<file path="config.mk">
export PLATFORM = sky130hd
export DESIGN_NAME = pq_syndrome_gen
export DESIGN_NICKNAME = d
export VERILOG_FILES = /design/src/rtl/raidpq_pkg.sv /design/src/rtl/pq_datapath.sv /design/src/rtl/pq_ctrl.sv /design/src/rtl/pq_syndrome_gen.sv
export SDC_FILE = /design/constraint.sdc
export NUM_CORES = 2
export LEC_CHECK = 0
export BUFFER_PORTS_ARGS = -buffer_cell sky130_fd_sc_hd__buf_2
export CAP_MARGIN = 20
export CELL_PAD_IN_SITES_DETAIL_PLACEMENT = 0
export CELL_PAD_IN_SITES_GLOBAL_PLACEMENT = 1
export CORE_AREA = 5 5 606 608
export CTS_BUF_LIST = sky130_fd_sc_hd__clkbuf_4 sky130_fd_sc_hd__clkbuf_8 sky130_fd_sc_hd__clkbuf_16
export DETAILED_ROUTE_END_ITERATION = 12
export DIE_AREA = 0 0 611 613
export HOLD_SLACK_MARGIN = 0.05
export PLACE_DENSITY_LB_ADDON = 0.25
export SYNTH_ARGS = -nofsm -noshare
export SYNTH_HDL_FRONTEND = slang
export SYNTH_SLANG_ARGS = --single-unit
</file>
<file path="constraint.sdc">
create_clock -name clk -period 3 [get_ports clk]
set_input_delay 0.6 -clock clk [delete_from_list [all_inputs] [get_ports clk]]
set_output_delay 0.6 -clock clk [all_outputs]
set_load 0.03 [all_outputs]
</file>
<file path="src/rtl/raidpq_pkg.sv">
package raidpq_pkg;
  // Reduction constant for GF(2^8) doubling, x^8 = x^4+x^3+x^2+1.
  localparam logic [7:0] GF_POLY = 8'h1d;

  // Strobes from control to datapath.
  typedef struct packed {
    logic load;   // restart both accumulators with the beat
    logic fold;   // accumulate the beat
    logic clear;  // zero both accumulators
  } pqStrobe_t;
endpackage

</file>
<file path="src/rtl/pq_datapath.sv">
module pq_datapath
  import raidpq_pkg::*;
#(
  parameter int LANES = 64,
  localparam int W = LANES * 8
) (
  input  logic         clk,
  input  logic         rst_n,
  input  pqStrobe_t    strb,
  input  logic [W-1:0] inData,
  output logic [W-1:0] accP,
  output logic [W-1:0] accQ
);

  logic [W-1:0] qDoubled;

  // Branch-free per-lane doubling: the sign bit is replicated into a mask
  // that selects the reduction constant.
  for (genvar l = 0; l < LANES; l++) begin : g_lane
    logic [7:0] laneByte;
    logic [7:0] signMask;
    assign laneByte = accQ[l*8 +: 8];
    assign signMask = {8{laneByte[7]}};
    assign qDoubled[l*8 +: 8] = {laneByte[6:0], 1'b0} ^ (signMask & GF_POLY);
  end

  always_ff @(posedge clk) begin
    if (!rst_n || strb.clear) begin
      accP <= '0;
      accQ <= '0;
    end else if (strb.load) begin
      accP <= inData;
      accQ <= inData;
    end else if (strb.fold) begin
      accP <= accP ^ inData;
      accQ <= qDoubled ^ inData;
    end
  end


  reload_chk: assert property (@(posedge clk) disable iff (!rst_n)
    strb.load && !strb.clear |=> accQ == accP);


  clear_zero_chk: assert property (@(posedge clk) disable iff (!rst_n)
    strb.clear |=> accP == '0 && accQ == '0);

endmodule

</file>
<file path="src/rtl/pq_ctrl.sv">
module pq_ctrl
  import raidpq_pkg::*;
(
  input  logic      clk,
  input  logic      rst_n,
  input  logic      inValid,
  input  logic      inFirst,
  input  logic      inLast,
  input  logic      outReady,
  output logic      inReady,
  output logic      outValid,
  output logic      errFirstLast,
  output pqStrobe_t strb
);

  logic accept;
  logic badBeat;
  logic closeBeat;

  assign inReady   = !outValid;
  assign accept    = inValid && inReady;
  assign badBeat   = accept && inFirst && inLast;
  assign closeBeat = accept && inLast && !inFirst;

  always_comb begin
    strb.load  = accept && inFirst && !inLast;
    strb.fold  = accept && !inFirst;
    strb.clear = outValid && outReady;
  end

  always_ff @(posedge clk) begin
    if (!rst_n) begin
      outValid     <= 1'b0;
      errFirstLast <= 1'b0;
    end else begin
      errFirstLast <= badBeat;
      if (closeBeat)
        outValid <= 1'b1;
      else if (outReady)
        outValid <= 1'b0;
    end
  end


  out_hold_chk: assert property (@(posedge clk) disable iff (!rst_n)
    outValid && !outReady |=> outValid);


  err_pulse_chk: assert property (@(posedge clk) disable iff (!rst_n)
    errFirstLast |-> $past(inValid && inReady && inFirst && inLast));

endmodule

</file>
<file path="src/rtl/pq_syndrome_gen.sv">
module pq_syndrome_gen
  import raidpq_pkg::*;
#(
  parameter int LANES = 64,
  localparam int W = LANES * 8
) (
  input  logic         clk,
  input  logic         rst_n,
  input  logic         inValid,
  output logic         inReady,
  input  logic         inFirst,
  input  logic         inLast,
  input  logic [W-1:0] inData,
  output logic         outValid,
  input  logic         outReady,
  output logic [W-1:0] outP,
  output logic [W-1:0] outQ,
  output logic         errFirstLast
);

  pqStrobe_t strb;

  pq_ctrl u_ctrl (
    .clk(clk), .rst_n(rst_n), .inValid(inValid), .inFirst(inFirst),
    .inLast(inLast), .outReady(outReady), .inReady(inReady),
    .outValid(outValid), .errFirstLast(errFirstLast), .strb(strb)
  );

  pq_datapath #(.LANES(LANES)) u_dp (
    .clk(clk), .rst_n(rst_n), .strb(strb), .inData(inData),
    .accP(outP), .accQ(outQ)
  );


  result_stable_chk: assert property (@(posedge clk) disable iff (!rst_n)
    outValid && !outReady |=> $stable(outP) && $stable(outQ));


  drop_bad_chk: assert property (@(posedge clk) disable iff (!rst_n)
    inValid && inReady && inFirst && inLast |=> !outValid && $stable(outP) && $stable(outQ));


  stall_chk: assert property (@(posedge clk) disable iff (!rst_n)
    $past(inValid && inReady && inLast && !inFirst) |-> !inReady);

endmodule

</file>
==> flow_metrics.tcl <==
set metrics [dict create \
    max_cap_viol_count 0 \
    gp_congestion 0.886 \
    yosysTopAreaCellShare_pct 43.9 \
    routed_wl_um 294000 \
    p_leak_uw 0.0294 \
    min_period_over_period_pct 81.9 \
    min_from "inData[397]" \
    crit_path_start_kind "flop" \
    cts.sinks 1026 \
    die-width_um 611 \
    reg2reg_from "u_ctrl.outValid$_SDFFE_PN0P_" \
    clk_latency_ns 0.84 \
    post-dp-hpwl_um 233000 \
    slew_viol_final 0 \
    arrival_ns 1.86 \
    syn2layout_area_growth_pct 44.8 \
    cts-resized-gates 0 \
    grt_pass1_wl_um 395000 \
    status "complete, no violations" \
    die_h_um 613 \
    cts-root-buf "clkbuf_16" \
    antenna_found_initial 57 \
    cp-end-kind "output port" \
    synthTopCellsByArea "dfxtp_1, xor2_1, xnor2_1" \
    ys_types 22 \
    viasPerCell 3.77 \
    cp_max_fo 6 \
    path_buf_inv 1 \
    path_class "flop to output port" \
    netlist_area_um2 46800 \
    cts_buffers 150 \
    cts_tree "yes" \
    vias 46500 \
    synth_fp_nets 6299 \
    synthFlopType "dfxtp_1" \
    route.detailed.drc 0 \
    slew_headroom_pct 33.9 \
    synth_edf_count 0 \
    clkTransAtPathRegs_ns 0.06 \
    fmax_mhz 407 \
    ant_nets 0 \
    top_layer_used "met5" \
    yosys-top-cells-count "dfxtp_1, nand2_1, xor2_1" \
    ys_seq_area_share_pct 43.9 \
    groute.usage.overall_pct 14.8 \
    yosys.area.top_type "dfxtp_1" \
    nNetsFinal 7942 \
    drtIter0Drc 2901 \
    slowest_stage "dfxtp_1" \
    setup-violations-final 0 \
    die_area_um2 375000 \
    grt_pass1_vias 45600 \
    routedWlPerCell_um 23.8 \
    postSynthAreaPerCell_um2 8.10 \
    hold_violations 0 \
    final.setup_skew_ns 0.0408 \
    hold_buffers 233 \
    crit_start "u_dp.accQ[327]$_SDFFE_PP0P_" \
    cp_slowest_stage_delay_ns 0.68 \
    route.met3.wl_um 16700 \
    p_total_uw 45200 \
    core_area_um2 361000 \
    rsz0062_at_grt "false" \
    clk_path_buf_depth 4 \
    yosys_warnings 0 \
    io_buffers 1544 \
    vdd_drop_max_mv 0.353 \
    grt_max_degree 126 \
    final.setup.tns_ns 0 \
    cp_cell_sequence "buf_2" \
    grt_overflow 0 \
    critPathTopFamily "flip-flops" \
    io_pins 1545 \
    worst_slew_pin_slew_ns 0.992 \
    firstDrtPassIters 5 \
    met1_length_um 117000 \
    crit_required_ns 2.40 \
    hold_class "input pin to flop" \
    async_flop_share_pct 0 \
    cellPowerDensity_nw_per_um2 667 \
    initial_core_util_pct 13.0 \
    synth_seq_cells 1026 \
    syn_inst 5781 \
    drive_above_1_share_pct 26.3 \
    htree_levels 4 \
    rows 221 \
    met2WireLength_um 148000 \
    post_cts_buffers 0 \
    min_period_ns 2.46 \
]
## report_power, final
| group | switching (uW) | internal, uW |
|---|---|---|
| Clock | 7450 | 11200 |
| Sequential | 1090 | 14800 |
| Combinational | 7360 | 3300 |
| Total | 15900 | 29300 |
## metrics by stage
stage / cells / setup WS [ns] / util [%] / cell area [um^2] / hold slack [ns]
6_report: 12300 / 0.543 / 18.8 / 67800 / 0.156
4_1_cts: 12300 / 0.320 / 18.8 / 67800 / 0.0500
2_1_floorplan: 5781 / 1.32 / - / 46800 / 0.646
3_5_place_dp: 11800 / 0.443 / 16.7 / 60400 / 0.516
3_3_place_gp: 11800 / 0.464 / 16.7 / 60400 / 0.508
5_1_grt: 12300 / 0.391 / 18.8 / 67800 / 0.0880
## routing by layer
layer / up-vias / track usage [%]
li1: 22100 / -
met5: - / 0
met1: 22600 / 17.3
met2: 1433 / 26.4
met3: 391 / 3.24
met4: 20 / 5.32
## final cells by class
class | instances | area [um^2]
Antenna cell | 10 | 25.0
Clock buffer | 227 | 4580
Clock inverter | 31 | 463
Fill cell | 40900 | 293000
Inverter | 1 | 3.75
Multi-Input combinational cell | 4300 | 24200
Sequential cell | 1026 | 20500
Tap cell | 4794 | 6000
Timing Repair Buffer | 1945 | 11900
## placed cells by master, fill, tap and decap left out, types with 2 or more instances in the layout
cell type and instances:
buf_2 1544, dfxtp_1 1026, nand2_1 1025, xor2_1 704, nand3_1 512, xnor2_1 512, nor2_1 512, a21oi_1 512
o21ai_0 504, dlygate4sd3_1 233, clkbuf_16 152, buf_4 119, buf_12 49, clkbuf_4 41, clkbuf_8 34, diode_2 10
clkinv_2 10, o21ai_1 8, bufinv_16 7, clkinv_8 4, clkinvlp_4 4, inv_16 3, and2_4 2, nor2b_1 2
## logic make-up (layout without fill, tap and decap cells)
family,after synthesis,in the layout,synth area share (%)
and+or+nand+nor,2059,2059,17.9
other,0,10,0
AOI/OAI and AO/OA,1025,1025,11.0
buffers and inverters,455,2204,4.44
xor gates and xnor gates,1216,1216,22.8
DFF,1026,1026,43.9
## final timing paths
check | to | slack, ns | depth (start not counted)
worst max-delay path | outQ[327] | 0.54 | 1
worst min-delay path | u_dp.accQ[397]$_SDFFE_PP0P_ | 0.16 | 3
worst max register to register | u_dp.accQ[470]$_SDFFE_PP0P_ | 0.81 | 7
worst min register to register | u_dp.accP[195]$_SDFFE_PP0P_ | 0.53 | 3
## worst min-delay path: stages
cell     delay, ns
buf_2         0.13
xor2_1        0.07
a21oi_1       0.13
## sequential cells by signal, indices dropped and copies added (netlist names)
name / cells
u_ctrl.outValid: 1
u_dp.accQ: 512
u_ctrl.errFirstLast: 1
u_dp.accP: 512
Power figures use the tool's default switching activity.
